$ cat config.mk
export PLATFORM = sky130hd
export DESIGN_NAME = ds3_idle_det
export DESIGN_NICKNAME = d
export VERILOG_FILES = /design/src/rtl/ds3_idle_pkg.sv /design/src/rtl/ds3_idle_phase.sv /design/src/rtl/ds3_idle_devcnt.sv /design/src/rtl/ds3_idle_hyst.sv /design/src/rtl/ds3_idle_det.sv
export SDC_FILE = /design/constraint.sdc
export NUM_CORES = 1
export LEC_CHECK = 0
export ABC_AREA = 1
export ABC_CLOCK_PERIOD_IN_PS = 11700
export BUFFER_PORTS_ARGS = -buffer_cell sky130_fd_sc_hd__buf_2
export CELL_PAD_IN_SITES_DETAIL_PLACEMENT = 0
export CELL_PAD_IN_SITES_GLOBAL_PLACEMENT = 2
export CORE_AREA = 2 2 76 78
export CTS_CLUSTER_DIAMETER = 50
export CTS_CLUSTER_SIZE = 16
export DETAILED_ROUTE_END_ITERATION = 7
export DIE_AREA = 0 0 78 80
export GPL_ROUTABILITY_DRIVEN = 0
export GPL_TIMING_DRIVEN = 0
export PLACE_DENSITY_LB_ADDON = 0.1
export REMOVE_ABC_BUFFERS = 1
export SYNTH_ARGS = -nofsm -noshare
export SYNTH_HDL_FRONTEND = slang
export SYNTH_SLANG_ARGS = --single-unit
$ cat constraint.sdc
create_clock -name clk_i -period 11.7 [get_ports clk_i]
set_input_delay 0 -clock clk_i [delete_from_list [all_inputs] [get_ports clk_i]]
set_output_delay 0 -clock clk_i [all_outputs]
set_load 0.02 [all_outputs]
$ cat src/rtl/ds3_idle_pkg.sv
package ds3_idle_pkg;
  typedef enum logic [1:0] {
    CLS_PAY  = 2'd0,
    CLS_CBIT = 2'd1,
    CLS_XBIT = 2'd2,
    CLS_OVH  = 2'd3
  } bit_cls_e;
endpackage

$ cat src/rtl/ds3_idle_phase.sv
module ds3_idle_phase (
  input  logic       clk_i,
  input  logic       rst_ni,
  input  logic       pay_vld_i,
  input  logic       bit_i,
  input  logic       frame_i,
  output logic [2:0] inc_o
);
  localparam int NPH = 4;

  logic [1:0] lrn_cnt_q;
  logic       locked_q;
  logic [2:0] mm_q [NPH];
  logic [2:0] mm_d [NPH];
  logic [1:0] phase_q, pos_q;
  logic [2:0] best_mm;
  logic [1:0] best_ph;
  logic [1:0] lidx;

  // per-phase mismatch during learning; pattern index i expects ~i[1]
  for (genvar p = 0; p < NPH; p++) begin : g_ph
    logic [1:0] idx;
    assign idx     = lrn_cnt_q + 2'(p);
    assign mm_d[p] = mm_q[p] + {2'b00, bit_i == idx[1]};
  end

  always_comb begin
    best_mm = mm_d[0];
    best_ph = 2'd0;
    for (int p = 1; p < NPH; p++) begin
      if (mm_d[p] < best_mm) begin
        best_mm = mm_d[p];
        best_ph = 2'(p);
      end
    end
  end

  assign lidx = pos_q + phase_q;

  always_comb begin
    inc_o = 3'd0;
    if (pay_vld_i) begin
      if (locked_q)                inc_o = {2'b00, bit_i == lidx[1]};
      else if (lrn_cnt_q == 2'd3)  inc_o = best_mm;
    end
  end

  always_ff @(posedge clk_i or negedge rst_ni) begin
    if (!rst_ni) begin
      lrn_cnt_q <= '0;
      locked_q  <= 1'b0;
      phase_q   <= '0;
      pos_q     <= '0;
      for (int p = 0; p < NPH; p++) mm_q[p] <= '0;
    end else if (frame_i) begin
      lrn_cnt_q <= '0;
      locked_q  <= 1'b0;
      pos_q     <= '0;
      for (int p = 0; p < NPH; p++) mm_q[p] <= '0;
    end else if (pay_vld_i) begin
      if (locked_q) begin
        pos_q <= pos_q + 2'd1;
      end else begin
        for (int p = 0; p < NPH; p++) mm_q[p] <= mm_d[p];
        lrn_cnt_q <= lrn_cnt_q + 2'd1;
        if (lrn_cnt_q == 2'd3) begin
          locked_q <= 1'b1;
          phase_q  <= best_ph;
          pos_q    <= '0;
        end
      end
    end
  end


  lock_after_four_chk: assert property (@(posedge clk_i) disable iff (!rst_ni)
    $rose(locked_q) |-> ($past(lrn_cnt_q) == 2'd3) && $past(pay_vld_i));
endmodule

$ cat src/rtl/ds3_idle_devcnt.sv
module ds3_idle_devcnt #(
  parameter int MAX_DEV = 10
) (
  input  logic       clk_i,
  input  logic       rst_ni,
  input  logic       frame_i,
  input  logic [2:0] pay_inc_i,
  input  logic       ovh_dev_i,
  output logic       frame_ok_o
);
  localparam int DEV_W = $clog2(MAX_DEV + 2);
  localparam logic [DEV_W:0] SAT = (DEV_W+1)'(MAX_DEV + 1);

  logic [DEV_W-1:0] dev_q;
  logic [DEV_W:0]   sum;

  assign sum = {1'b0, dev_q} + (DEV_W+1)'(pay_inc_i) + (DEV_W+1)'(ovh_dev_i);
  assign frame_ok_o = ({1'b0, dev_q} <= (DEV_W+1)'(MAX_DEV));

  always_ff @(posedge clk_i or negedge rst_ni) begin
    if (!rst_ni)      dev_q <= '0;
    else if (frame_i) dev_q <= '0;
    else              dev_q <= (sum > SAT) ? SAT[DEV_W-1:0] : sum[DEV_W-1:0];
  end


  dev_monotonic_chk: assert property (@(posedge clk_i) disable iff (!rst_ni)
    !$past(frame_i) |-> dev_q >= $past(dev_q));
endmodule

$ cat src/rtl/ds3_idle_hyst.sv
module ds3_idle_hyst #(
  parameter int DECL_N = 2,
  parameter int CLR_N  = 2
) (
  input  logic clk_i,
  input  logic rst_ni,
  input  logic frame_i,
  input  logic frame_ok_i,
  input  logic oof_i,
  output logic idle_o,
  output logic start_o,
  output logic end_o
);
  localparam int MAXN  = (DECL_N > CLR_N) ? DECL_N : CLR_N;
  localparam int RUN_W = $clog2(MAXN + 1);

  logic [RUN_W-1:0] good_q, bad_q;

  always_ff @(posedge clk_i or negedge rst_ni) begin
    if (!rst_ni) begin
      idle_o  <= 1'b0;
      start_o <= 1'b0;
      end_o   <= 1'b0;
      good_q  <= '0;
      bad_q   <= '0;
    end else begin
      start_o <= 1'b0;
      end_o   <= 1'b0;
      if (idle_o) begin
        if (oof_i) begin
          idle_o <= 1'b0;
          end_o  <= 1'b1;
          bad_q  <= '0;
          good_q <= '0;
        end else if (frame_i) begin
          if (frame_ok_i) begin
            bad_q <= '0;
          end else if (bad_q == RUN_W'(CLR_N - 1)) begin
            idle_o <= 1'b0;
            end_o  <= 1'b1;
            bad_q  <= '0;
          end else begin
            bad_q <= bad_q + 1'b1;
          end
        end
      end else begin
        if (oof_i) begin
          good_q <= '0;
        end else if (frame_i) begin
          if (!frame_ok_i) begin
            good_q <= '0;
          end else if (good_q == RUN_W'(DECL_N - 1)) begin
            idle_o  <= 1'b1;
            start_o <= 1'b1;
            good_q  <= '0;
          end else begin
            good_q <= good_q + 1'b1;
          end
        end
      end
    end
  end


  pulse_excl_chk: assert property (@(posedge clk_i) disable iff (!rst_ni)
    $onehot0({start_o, end_o}));

  start_single_chk: assert property (@(posedge clk_i) disable iff (!rst_ni)
    start_o |=> !start_o);

  declare_on_strobe_chk: assert property (@(posedge clk_i) disable iff (!rst_ni)
    $rose(idle_o) |-> $past(frame_i) && !$past(oof_i) && $past(frame_ok_i));

  oof_clear_chk: assert property (@(posedge clk_i) disable iff (!rst_ni)
    idle_o && oof_i |=> !idle_o && end_o);
endmodule

$ cat src/rtl/ds3_idle_det.sv
module ds3_idle_det
  import ds3_idle_pkg::*;
#(
  parameter int MAX_DEV     = 10,
  parameter int DECL_FRAMES = 2,
  parameter int CLR_FRAMES  = 2
) (
  input  logic       clk_i,
  input  logic       rst_ni,
  input  logic       bit_en_i,
  input  logic       rx_data_i,
  input  logic [1:0] bit_cls_i,
  input  logic       c_sf3_i,
  input  logic       ovh_ok_i,
  input  logic       frame_i,
  input  logic       oof_i,
  input  logic       all1_en_i,
  output logic       rx_data_o,
  output logic       idle_o,
  output logic       idle_start_o,
  output logic       idle_end_o
);
  bit_cls_e   cls;
  logic       bit_vld, pay_vld, ovh_dev, frame_ok;
  logic [2:0] pay_inc;

  assign cls     = bit_cls_e'(bit_cls_i);
  assign bit_vld = bit_en_i & ~frame_i;
  assign pay_vld = bit_vld & (cls == CLS_PAY);

  always_comb begin
    ovh_dev = 1'b0;
    if (bit_vld) begin
      unique case (cls)
        CLS_CBIT: ovh_dev = c_sf3_i & rx_data_i;
        CLS_XBIT: ovh_dev = ~rx_data_i;
        CLS_OVH:  ovh_dev = ~ovh_ok_i;
        default:  ovh_dev = 1'b0;
      endcase
    end
  end

  ds3_idle_phase u_phase (
    .clk_i    (clk_i),
    .rst_ni   (rst_ni),
    .pay_vld_i(pay_vld),
    .bit_i    (rx_data_i),
    .frame_i  (frame_i),
    .inc_o    (pay_inc)
  );

  ds3_idle_devcnt #(.MAX_DEV(MAX_DEV)) u_devcnt (
    .clk_i     (clk_i),
    .rst_ni    (rst_ni),
    .frame_i   (frame_i),
    .pay_inc_i (pay_inc),
    .ovh_dev_i (ovh_dev),
    .frame_ok_o(frame_ok)
  );

  ds3_idle_hyst #(.DECL_N(DECL_FRAMES), .CLR_N(CLR_FRAMES)) u_hyst (
    .clk_i     (clk_i),
    .rst_ni    (rst_ni),
    .frame_i   (frame_i),
    .frame_ok_i(frame_ok),
    .oof_i     (oof_i),
    .idle_o    (idle_o),
    .start_o   (idle_start_o),
    .end_o     (idle_end_o)
  );

  assign rx_data_o = (idle_o & all1_en_i) | rx_data_i;


  unsf3_c_ignored_chk: assert property (@(posedge clk_i) disable iff (!rst_ni)
    bit_vld && (cls == CLS_CBIT) && !c_sf3_i |-> !ovh_dev);
endmodule

# --- Yosys cells after proc, flatten, opt, wreduce, memory -nomap -nowiden ---
# Cells that the tools add are included.
classes:
  add_sub_neg: 13
  n_mux: 52
  n_reduce_logical: 9
  n_eq_ne: 13
  order_cmp: 5
  n_bitwise: 9
ops:
  columns: ["operator", "count"]
  rows:
  - ["2-bit 2-to-1 mux", 19]
  - ["12-bit 2-to-1 mux", 3]
  - ["1-bit 2-to-1 mux", 21]
  - ["3-bit 2-to-1 mux", 6]
  - ["3-bit by 1-bit adder with 3-bit output", 4]
  - ["3-bit less-than comparator", 3]
  - ["2-bit by 1-bit adder with 2-bit output (second input constant)", 4]
  - ["4-bit 2-to-1 mux", 2]
  - ["2-bit AND reduction", 4]
  - ["2-bit by 1-bit == test with 1-bit output (second input constant)", 3]
  - ["2-bit == test (second input constant)", 3]
  - ["4-bit by 3-bit adder with 5-bit output", 1]
  - ["5-bit by 1-bit adder with 5-bit output", 1]
  - ["1-bit == test", 5]
  - ["5-bit by 4-bit greater-than comparator with 1-bit output (second input constant)", 1]
  - ["2-bit adder (second input constant)", 2]
  - ["1-bit AND", 4]
  - ["4-bit less-or-equal comparator (second input constant)", 1]
  - ["2-bit != test (second input constant)", 2]
  - ["1-bit NOT", 4]
  - ["4-bit AND reduction", 1]
  - ["2-bit nonzero test", 2]
  - ["1-bit case mux with 3 select lines", 1]
  - ["3-bit nonzero test", 1]
  - ["other kinds (3)", 3]
word_totals:
  word_cells: 115
  out_inout_bits: 4
  input_bits: 11
  ff_bits: 30

# --- Longest topological paths before layout ---
# Gate-level depths: netlist (run 1).
depth:
  word_depth: 17
  ltp_mapped: 38
  depth_no_buf: 38

# --- Modules after synthesis ---
# Synthesis (run 1) repeated with hierarchy kept, for this count alone.
unflattened:
  hier_cells: 236
  area_unflattened_um2: 2006.9
modules_own_cells:
  columns: ["module", "area_each_um2", "seq_area_each_um2", "cells_each", "n_inst"]
  rows:
  - ["ds3_idle_phase", 1298.7, 475.5, 147, 1]
  - ["ds3_idle_devcnt", 327.8, 100.1, 37, 1]
  - ["ds3_idle_hyst", 324.1, 175.2, 41, 1]
  - ["ds3_idle_det", 56.3, 0.0, 11, 1]

# --- Worst setup path after synthesis (run 1) ---
# OpenSTA, ideal clock, no wires.
synth_timing:
  kind: "flip-flop to flip-flop"
  startpoint: "register u_phase.lrn_cnt_q[0]"
  endpoint: "register u_devcnt.dev_q[0]"
  t_required_ns: 11.570
  synth_period_minus_slack_ns: 4.950
  arrival_ns: 4.820
  n_path_buf: 0
  stages_incl_launch_ff: 38
  setup_ns: 0.130
  path_slack_ns: 6.750
  path_cell_list: "dfrtp_1 -> ha_1 -> xor2_1 -> inv_1 -> ha_1 -> ha_1 -> xor2_1 -> ha_1 -> nor2_1 -> nand2_1 -> nand2_2 -> nor2_1 -> a21oi_1 -> inv_1 -> ha_1 -> inv_1 -> nor2_1 -> nand2_2 -> [... 2 more ...] -> ha_1 -> inv_1 -> nor2_1 -> nand2_2 -> nand2_4 -> nand2_1 -> nand3_1 -> a21oi_1 -> fa_1 -> inv_1 -> fa_1 -> inv_1 -> o21ai_0 -> nand2_1 -> nor2_1 -> inv_1 -> o21ai_0 -> a21oi_1"
synth_via:
  elab_chain_cells: 17
  elab_cells_between_ends: 24
  classes_between: "8 x add/sub; 4 x order compare; 4 x eq/ne; 8 x mux"
synth_rtl:
  columns: ["element", "line_no", "source"]
  rows:
  - ["start: declaration", "ds3_idle_phase.sv:11", "logic [1:0] lrn_cnt_q;"]
  - ["start signal: assignment", "ds3_idle_phase.sv:65", "lrn_cnt_q <= lrn_cnt_q + 2'd1;"]
  - ["2-bit by 1-bit adder with 2-bit output", "ds3_idle_phase.sv:23", "assign idx = lrn_cnt_q + 2'(p);"]
  - ["1-bit == test", "ds3_idle_phase.sv:24", "assign mm_d[p] = mm_q[p] + {2'b00, bit_i == idx[1]};"]
  - ["3-bit by 1-bit adder with 3-bit output", "ds3_idle_phase.sv:24", null]
  - ["3-bit less-than comparator", "ds3_idle_phase.sv:31", "if (mm_d[p] < best_mm) begin"]
  - ["3-bit 2-to-1 mux", "ds3_idle_phase.sv:31", null]
  - ["3-bit less-than comparator", "ds3_idle_phase.sv:31", null]
  - ["3-bit 2-to-1 mux", "ds3_idle_phase.sv:31", null]
  - ["3-bit less-than comparator", "ds3_idle_phase.sv:31", null]
  - ["3-bit 2-to-1 mux", "ds3_idle_phase.sv:31", null]
  - ["3-bit 2-to-1 mux (*)", "ds3_idle_phase.sv:44", "else if (lrn_cnt_q == 2'd3) inc_o = best_mm;"]
  - ["3-bit 2-to-1 mux (*)", "ds3_idle_phase.sv:43", "if (locked_q) inc_o = {2'b00, bit_i == lidx[1]};"]
  - ["3-bit 2-to-1 mux (*)", "ds3_idle_phase.sv:42", "if (pay_vld_i) begin"]
  - ["4-bit by 3-bit adder with 5-bit output (*)", "ds3_idle_devcnt.sv:17", "assign sum = {1'b0, dev_q} + (DEV_W+1)'(pay_inc_i) + (DEV_W+1)'(ovh_dev_i);"]
  - ["5-bit by 1-bit adder with 5-bit output (*)", "ds3_idle_devcnt.sv:17", null]
  - ["5-bit by 4-bit greater-than comparator with 1-bit output", "ds3_idle_devcnt.sv:23", "else dev_q <= (sum > SAT) ? SAT[DEV_W-1:0] : sum[DEV_W-1:0];"]
  - ["4-bit 2-to-1 mux (*)", "ds3_idle_devcnt.sv:23", null]
  - ["4-bit 2-to-1 mux (*)", "ds3_idle_devcnt.sv:22", "else if (frame_i) dev_q <= '0;"]
  - ["end signal: assignment", "ds3_idle_devcnt.sv:23", null]
  - ["end: declaration", "ds3_idle_devcnt.sv:14", "logic [DEV_W-1:0] dev_q;"]
# Mark *: on every way between the ends. The rest lies on a longest branch, timed or not.
# A chain may end at the register's enable or synchronous reset.

# --- Worst setup path in the final report (run 1) ---
layout_timing:
  startpoint: "register u_phase.lrn_cnt_q[0]"
  endpoint: "register u_devcnt.dev_q[1]"
# The elaborated chain is that of the path after synthesis.

==> results.toml, run 1 <==
[power_and_ir_drop]
p_sw_frac = 0.266
seq_power_share = 0.377
peakVddDrop_mv = 0.0543
total_power_mw = 0.294
p_int_mw = 0.216
power.density_nw_per_um2 = 127
power_leakage_nw = 1.22
pwr-share-clk = 0.455
comb_power_share = 0.168
switchingPower_mw = 0.0781

[floorplan]
initial_core_util = 0.374
die_h_um = 80
die_w_um = 78
fp-row-count = 27
ios = 15
core-area_um2 = 5410
die-area_um2 = 6240

[global_routing]
globalRouteTotalUtil = 0.146
grt_pass1_vias = 1433
grt_max_degree = 31
grt_pass1_wl_um = 6970
antenna_found_initial = 0
gr-total-overflow = 0

[timing]
post-route-period-util = 0.476
period_needed_ns = 5.57
rsz0062_at_grt = "false"
hold_violations = 0
fin_skew_ns = 0.00561
drv_slew = 0
max-slew-margin-rel = 0.506
setup-violations-final = 0
fmax_ghz = 0.180
tightest_slew_ns = 0.741
finalSetupTns_ns = 0

[clock_tree]
cts_root_buf = "clkbuf_8"
cts_sinks = 30
cts_tree = "done"
htreeDepth = 2
postCtsHoldBufs = 2
ctsResizeCount = 0
cts_buffers = 5
clk_path_buf_depth = 2
post_cts_buffers = 0
clk_pin_slew_worst_paths_ns = 0.07
insertion_delay_ns = 0.28

[drt]
ant_nets = 0
viasPerCell = 4.52
drc = 0
routed-via-count = 1495
dr.pass1.iters = 4
wl_per_cell_um = 12.4
drtIter0Drc = 49
drt-total-wl_um = 4120

[critical_path]
critPathMaxStageDelay_ns = 0.40
cp-end-kind = "register"
worstPathArrival_ns = 5.73
startpoint = "u_phase.lrn_cnt_q[0]$_DFFE_PN0P_"
critPathRequiredTime_ns = 11.86
cp_max_fo = 5
path_class = "reg2reg"
cpMaxStageDelayCell = "dfrtp_1"
start_kind = "register"
crit_family = "adder cells"
r2r-start = "u_phase.lrn_cnt_q[0]$_DFFE_PN0P_"
critPathBufInv = 6

[cells_and_area]
diodes = 0
fin_util = 0.427
fin_nets = 291
syn2layout_area_growth_pct = 14.1
drive_gt1_frac = 0.185

[hold_path]
worstHoldPathType = "in2reg"
worstHoldStart = "bit_cls_i[0]"

[place]
io_buffers = 14
dp.final_hpwl_um = 3020

[synth]
yosysWarnings = 0
ys_seq_area_frac = 0.371
syn_inst = 239
synthDistinctLibCells = 31
synth-seq-cells = 30
avgSynthCellArea_um2 = 8.46
syn_area_um2 = 2020

[outcome]
outcome = "finished clean"

[flow_run]
drv_cap = 0
## through the flow
| step | std cells | setup slack (ns) | area (µm²) | hold slack (ns) |
|---|---|---|---|---|
| global placement | 321 | 6.00 | 2140 | 0.104 |
| global route | 331 | 5.41 | 2310 | 0.0646 |
| CTS | 331 | 6.08 | 2310 | 0.0369 |
| detailed placement | 321 | 6.09 | 2140 | 0.108 |
| finish | 331 | 6.13 | 2310 | 0.0472 |
| floorplan | 235 | 6.75 | 1980 | -0.296 |
## power by group through the flow
stage	clock network (mW)	registers, mW	logic (mW)
after CTS	0.139	0.111	0.0501
final	0.134	0.111	0.0493
after detailed placement	0	0.113	0.0493
after global placement	0	0.113	0.0493
after floorplan	0	0.113	0.0354
after global routing	0.141	0.111	0.0565
## final timing paths
kind,slack (ns),end,cells after the start
setup reg to reg,6.13,u_devcnt.dev_q[1]$_DFF_PN0_,34
max in group asynchronous,10.92,u_phase.lrn_cnt_q[1]$_DFFE_PN0P_,2
setup / recovery,6.13,u_devcnt.dev_q[1]$_DFF_PN0_,34
hold / removal,0.05,u_phase.pos_q[0]$_DFFE_PN0P_,4
hold reg to reg,0.50,u_hyst.good_q[1]$_DFFE_PN0P_,2
min in group asynchronous,0.31,u_phase.mm_q[5]$_DFFE_PN0P_,2
## state kept, by name (all words and copies together), names as in the netlist
signal and count:
u_hyst.good_q 2, u_phase.phase_q 2, u_hyst.bad_q 2, u_phase.lrn_cnt_q 2
u_hyst.start_o 1, u_hyst.idle_o 1, u_phase.locked_q 1, u_phase.pos_q 2
u_hyst.end_o 1, u_phase.mm_q 12, u_devcnt.dev_q 4
## worst register-to-register path, delay by kind of cell, from the launching register on
family / cells / cell delay [ns]
AND/OR/NAND/NOR: 12 / 0.98
adder cells (fa/ha/maj): 8 / 2.06
XOR/XNOR: 2 / 0.52
buffers and inverters: 6 / 0.40
flip-flops: 1 / 0.40
AO/OA/AOI/OAI: 6 / 1.09
## synth_stat cells (all sizes together)
master   number  area [µm²]
inv          48         185
nand2        44         190
dfrtp        30         751
nor2         22         114
ha           20         250
nand3        19         105
a21oi        15        86.3
o21ai        11        70.1
xor2          7        61.3
nor3          4        31.3
xnor2         4        35.0
buf           3        33.8
o31ai         3        22.5
fa            2        40.0
a2bb2oi       1        8.76
and3          1        6.26
clkbuf        1        3.75
nand4         1        6.26
nor4          1        6.26
o221ai        1        8.76
o22ai         1        6.26
## logic make-up (layout without fill, tap and decap cells)
group                      Yosys count  count (layout)  share of synthesized area
and+or+nand+nor                     92              92                      0.227
buffers and inverters               52              72                      0.110
AOI/OAI and AO/OA                   32              32                      0.100
DFF                                 30              30                      0.371
adders and majority gates           22              22                      0.144
xor gates and xnor gates            11              11                     0.0476
## layout by cell type, fill, tap and decap left out, types with 2 or more instances in the layout
| master | n |
|---|---|
| nor3_1 | 3 |
| nor2_4 | 2 |
| nand3_2 | 2 |
| nand2_1 | 36 |
| o21ai_0 | 7 |
| inv_2 | 6 |
| nor2_1 | 19 |
| buf_2 | 14 |
| inv_1 | 41 |
| bufinv_16 | 2 |
| o31ai_1 | 3 |
| dfrtp_1 | 30 |
| a21oi_1 | 14 |
| o21ai_2 | 4 |
| fa_1 | 2 |
| nand3_1 | 17 |
| clkbuf_8 | 6 |
| nand2_2 | 7 |
| xnor2_1 | 4 |
| xor2_1 | 7 |
| ha_1 | 20 |
| dlygate4sd3_1 | 2 |
## routing by layer
layer | up-vias | share of wire | track usage
met3 | 5 | 0.020 | 0.0339
met2 | 8 | 0.44 | 0.232
li1 | 797 | - | -
met1 | 685 | 0.52 | 0.198
met4 | 0 | 0.012 | 0.0421
met5 | - | 0 | 0
## area by class of cell
cell class	count	area, µm²
Timing Repair Buffer	16	90.1
Tap cell	72	90.1
Clock buffer	6	82.6
Sequential cell	30	751
Multi-Input combinational cell	157	1050
Clock inverter	2	60.1
Fill cell	568	3100
Inverter	48	185
No activity file was read; power rests on OpenSTA's default activity.
==> inputs of run 2 (changes only) <==
ABC_CLOCK_PERIOD_IN_PS = 5600   (was 11700)
CORE_AREA = 2 2 77 79   (was 2 2 76 78)
DIE_AREA = 0 0 79 81   (was 0 0 78 80)
clock period = 5.6 ns   (was 11.7 ns; I/O delays follow)
==> run 2 against run 1 <==
- final area grew 5.2%
- core utilization grew 0.062 points
- maximum frequency grew 6.5%
- die area grew 2.5%
- critical endpoint unchanged
- largest cell class unchanged
==> results.toml, run 2 (same netlist as run 1, synthesis figures left out) <==
[critical_path]
rrSetupSlack_ns = 0.37
path_class = "reg2reg"
critPathRequiredTime_ns = 5.76
start_kind = "register"
critPathMaxStageDelay_ns = 0.45
cp_common_cell = "inv_1"
r2r-start = "u_phase.lrn_cnt_q[1]$_DFFE_PN0P_"
cpMaxStageDelayCell = "dfrtp_2"
timing.rr.end = "u_devcnt.dev_q[1]$_DFF_PN0_"
cp-end-kind = "register"
ff2ff_path_depth = 38
worstPathArrival_ns = 5.39
cp_max_fo = 5

[floorplan]
fp-row-count = 28
die-area_um2 = 6400
initial_core_util = 0.356
core-area_um2 = 5680
ios = 15
die_h_um = 81
die_w_um = 79

[timing]
tightest_slew_ns = 0.730
drv_slew = 0
setup_ws_ns = 0.371
fmax_ghz = 0.191
hold_slack_ns = 0.0364
period_needed_ns = 5.23
hold_violations = 0
max-slew-margin-rel = 0.513
post-route-period-util = 0.934
setup-violations-final = 0
fin_skew_ns = 0.00402

[power_and_ir_drop]
switchingPower_mw = 0.168
seq_power_share = 0.371
comb_power_share = 0.179
p_int_mw = 0.455
p_sw_frac = 0.270
total_power_mw = 0.623
power.density_nw_per_um2 = 257
pwr-share-clk = 0.450
peakVddDrop_mv = 0.0957
power_leakage_nw = 1.24

[flow_run]
drv_cap = 0

[place]
place_ws_ns = -0.185
io_buffers = 14
dp.final_hpwl_um = 3050

[hold_path]
hold_end = "u_phase.pos_q[0]$_DFFE_PN0P_"
worstHoldPathType = "in2reg"
worstHoldStart = "bit_cls_i[0]"
min_path_cells = 4

[global_routing]
gr-total-overflow = 0
grt_max_degree = 31
antenna_found_initial = 0
grt_pass1_vias = 1482
globalRouteTotalUtil = 0.147
grt_pass1_wl_um = 7110

[cells_and_area]
drive_gt1_frac = 0.248
diodes = 0
regMostFlops = "u_phase.mm_q"
fin_nets = 294
layout_commonest_cell = "inv_1"
largest_reg_flops = 12
syn2layout_area_growth_pct = 20.0
mostFrequentLayoutCells = "41 x inv_1, 36 x nand2_1, 29 x dfrtp_1"
reg_top3 = "u_phase.mm_q (12), u_devcnt.dev_q (4)"

[drt]
viasPerCell = 4.50
drtIter0Drc = 38
drt-total-wl_um = 4240
routed-via-count = 1517
ant_nets = 0
dr.pass1.iters = 4
wl_per_cell_um = 12.6
drc = 0

[clock_tree]
clk_pin_slew_worst_paths_ns = 0.07
cts_root_buf = "clkbuf_8"
cts_sinks = 30
clk_path_buf_depth = 2
cts_tree = "done"
insertion_delay_ns = 0.28
cts_buffers = 5
htreeDepth = 2

[outcome]
outcome = "finished clean"
[run 2: timing repair]
item | CTS | global route
setup endpoints to repair | 2 | 4
pin swaps | 0 | 8
hold endpoints to repair | 31 | 0
buffers inserted | 0 | 3
resized for setup | 4 | 15
hold buffers | 2 | 0
[run 2: per-layer routing]
metal | global-route usage | wire length [µm] | vias up
met1 | 0.195 | 2180 | 697
met2 | 0.233 | 1910 | 16
met5 | 0 | 0 | -
met4 | 0.0517 | 54 | 0
li1 | - | - | 798
met3 | 0.0367 | 104 | 6
[run 2: metrics by stage]
| stage | std cells | utilization | setup TNS (ns) | instance area (µm²) |
|---|---|---|---|---|
| after global placement | 324 | 0.379 | -0.313 | 2150 |
| final | 337 | 0.427 | 0 | 2430 |
| after global routing | 337 | 0.427 | -0.0547 | 2430 |
| after floorplan | 235 | - | 0 | 1980 |
| after detailed placement | 324 | 0.379 | -0.362 | 2150 |
| after CTS | 334 | 0.410 | 0 | 2330 |
[run 2: area by class of cell]
type | count | area [µm²]
Fill cell | 603 | 3250
Multi-Input combinational cell | 157 | 1140
Sequential cell | 30 | 752
Inverter | 48 | 185
Timing Repair Buffer | 19 | 113
Tap cell | 75 | 93.8
Clock buffer | 6 | 82.6
Clock inverter | 2 | 60.1
[run 2: how the worst max path moves through the flow]
stage / start / end / slack [ns] / cells past startpoint
6_report: u_phase.lrn_cnt_q[1]$_DFFE_PN0P_ / u_devcnt.dev_q[1]$_DFF_PN0_ / 0.37 / 38
5_1_grt: u_phase.lrn_cnt_q[1]$_DFFE_PN0P_ / u_devcnt.dev_q[0]$_DFF_PN0_ / -0.03 / 38
4_1_cts: u_phase.lrn_cnt_q[0]$_DFFE_PN0P_ / u_devcnt.dev_q[1]$_DFF_PN0_ / 0.02 / 37
3_5_place_dp: u_phase.lrn_cnt_q[0]$_DFFE_PN0P_ / u_devcnt.dev_q[1]$_DFF_PN0_ / -0.18 / 34
3_3_place_gp: u_phase.lrn_cnt_q[0]$_DFFE_PN0P_ / u_devcnt.dev_q[0]$_DFF_PN0_ / -0.16 / 34
2_1_floorplan: u_phase.lrn_cnt_q[0]$_DFFE_PN0P_ / u_devcnt.dev_q[0]$_DFF_PN0_ / 0.65 / 37
[run 2: worst max-delay path: cells and delay by family, from the launching register on]
family / cells / cell delay, ns
DFF: 1 / 0.45
adders and majority gates: 8 / 2.12
and+or+nand+nor: 15 / 1.25
xor gates and xnor gates: 2 / 0.32
AOI/OAI and AO/OA: 6 / 0.55
buffers and inverters: 7 / 0.41
[run 2: power by group through the flow]
| stage | clock network [mW] | logic, mW | registers [mW] |
|---|---|---|---|
| 6_report | 0.280 | 0.111 | 0.231 |
| 5_1_grt | 0.297 | 0.126 | 0.233 |
| 4_1_cts | 0.288 | 0.107 | 0.231 |
| 3_5_place_dp | 0 | 0.104 | 0.235 |
| 3_3_place_gp | 0 | 0.105 | 0.235 |
| 2_1_floorplan | 0 | 0.0739 | 0.236 |
==> inputs of run 3 (changes only) <==
CELL_PAD_IN_SITES_DETAIL_PLACEMENT = default   (was 0)
CELL_PAD_IN_SITES_GLOBAL_PLACEMENT = default   (was 2)
CORE_AREA = 2 2 75 77   (was 2 2 77 79)
DIE_AREA = 0 0 77 79   (was 0 0 79 81)
PLACE_DENSITY_LB_ADDON = default   (was 0.1)
==> run 3 against run 2 <==
- sequential share of layout area up 1.1 points
- via count up 1.5%
- final area down 3.5%
- critical endpoint is now u_devcnt.dev_q[0]$_DFF_PN0_
- cell count down 1.5%
==> results.toml, run 3 (same netlist as run 1, synthesis figures left out) <==
[cells_and_area]
syn2layout_area_growth_pct = 15.8
reg_top3 = "u_phase.mm_q (12), u_devcnt.dev_q (4)"
fin_util = 0.439
drive_gt1_frac = 0.246
design_area_um2 = 2340
mostFrequentLayoutCells = "41 x inv_1, 36 x nand2_1, 29 x dfrtp_1"
stdcell_count = 332
regMostFlops = "u_phase.mm_q"
fin_nets = 292
diodes = 0
largest_reg_flops = 12
layout_commonest_cell = "inv_1"

[global_routing]
grt_pass1_vias = 1542
grt_util_met2 = 0.251
grtUsageMet3 = 0.0273
globalRouteTotalUtil = 0.141
antenna_found_initial = 0
grt_pass1_wl_um = 6800
grt_max_degree = 31
top_usage_layer = "met2"
grt_use_met1 = 0.167
gr-total-overflow = 0

[floorplan]
initial_core_util = 0.379
core-area_um2 = 5340
die_w_um = 77
die-area_um2 = 6080
fp-row-count = 27
die_h_um = 79
ios = 15

[power_and_ir_drop]
power_leakage_nw = 1.20
peakVddDrop_mv = 0.162
total_power_mw = 0.521
power.density_nw_per_um2 = 223

[hold_path]
worstHoldPathType = "in2reg"
min_path_cells = 3
hold_end = "u_hyst.good_q[0]$_DFFE_PN0P_"
worstHoldStart = "oof_i"

[timing]
hold_violations = 0
fin_skew_ns = 0.00619
finalSetupTns_ns = 0
post-route-period-util = 0.927
drv_slew = 0
max-slew-margin-rel = 0.560
tightest_slew_ns = 0.659
period_needed_ns = 5.19
setup-violations-final = 0
hold_slack_ns = 0.0108
fmax_ghz = 0.193
setup_ws_ns = 0.411

[critical_path]
critPathRequiredTime_ns = 5.77
cp_max_fo = 5
start_kind = "register"
ff2ff_path_depth = 37
critPathMaxStageDelay_ns = 0.44
path_class = "reg2reg"
r2r-start = "u_phase.lrn_cnt_q[1]$_DFFE_PN0P_"
worstPathArrival_ns = 5.36
rrSetupSlack_ns = 0.41
cp_common_cell = "inv_1"
cp-end-kind = "register"
timing.rr.end = "u_devcnt.dev_q[0]$_DFF_PN0_"
cpMaxStageDelayCell = "dfrtp_2"

[clock_tree]
cts_buffers = 5
cts_sinks = 30
insertion_delay_ns = 0.28
cts_root_buf = "clkbuf_8"
clk_path_buf_depth = 2
htreeDepth = 2
cts_tree = "done"
clk_pin_slew_worst_paths_ns = 0.07

[drt]
viasPerCell = 4.64
routed-via-count = 1540
ant_nets = 0
drtIter0Drc = 39
wl_per_cell_um = 11.6
drt-total-wl_um = 3840
dr.pass1.iters = 4
drc = 0

[place]
dp.final_hpwl_um = 2830
place_ws_ns = 0.00806
dp.cells = 321
placed_area_um2 = 2140
io_buffers = 14

[outcome]
outcome = "finished clean"

[flow_run]
drv_cap = 0
run 3: final cells by class:
type,instances,area [µm²]
repair buffers,17,95.1
clock buffers,6,82.6
inverters,48,185
clock inverters,2,12.5
multi-input cells,157,1120
flip-flops and latches,30,752
well taps,72,90.1
fillers,538,3000
run 3: repair_timing:
action	in CTS	in global routing
gates resized for setup	1	17
hold buffers	1	0
hold endpoints to repair	30	0
setup endpoints to repair	2	4
buffers inserted	0	2
pin swaps	0	5
run 3: how the worst max path moves through the flow:
| stage | slack (ns) | endpoint | from |
|---|---|---|---|
| 3_5_place_dp | 0.008 | u_devcnt.dev_q[0]$_DFF_PN0_ | u_phase.lrn_cnt_q[0]$_DFFE_PN0P_ |
| 6_report | 0.41 | u_devcnt.dev_q[0]$_DFF_PN0_ | u_phase.lrn_cnt_q[1]$_DFFE_PN0P_ |
| 4_1_cts | 0.01 | u_devcnt.dev_q[0]$_DFF_PN0_ | u_phase.lrn_cnt_q[0]$_DFFE_PN0P_ |
| 3_3_place_gp | 0.07 | u_devcnt.dev_q[0]$_DFF_PN0_ | u_phase.lrn_cnt_q[0]$_DFFE_PN0P_ |
| 2_1_floorplan | 0.65 | u_devcnt.dev_q[0]$_DFF_PN0_ | u_phase.lrn_cnt_q[0]$_DFFE_PN0P_ |
| 5_1_grt | -0.02 | u_devcnt.dev_q[0]$_DFF_PN0_ | u_phase.lrn_cnt_q[1]$_DFFE_PN0P_ |
run 3: critical path: cells and delay by family, from the launching register on:
family	cells	cell delay, ns
AOI/OAI and AO/OA	5	0.59
and+or+nand+nor	15	1.21
adders and majority gates	8	2.09
DFF	1	0.44
buffers and inverters	7	0.41
xor gates and xnor gates	2	0.35
run 3: layer usage:
metal  share of wire  routed length, µm  vias to the layer above
li1                -                  -                      793
met1            0.47               1810                      733
met2            0.49               1870                       10
met3           0.019                 73                        4
met4           0.022                 86                        0
met5               0                  0                        -
run 3: power by group:
part / total, mW / internal (mW) / switching (mW)
Sequential: 0.232 / 0.225 / 0.00640
Combinational: 0.108 / 0.0383 / 0.0692
Clock: 0.182 / 0.0986 / 0.0836
Total: 0.521 / 0.362 / 0.159
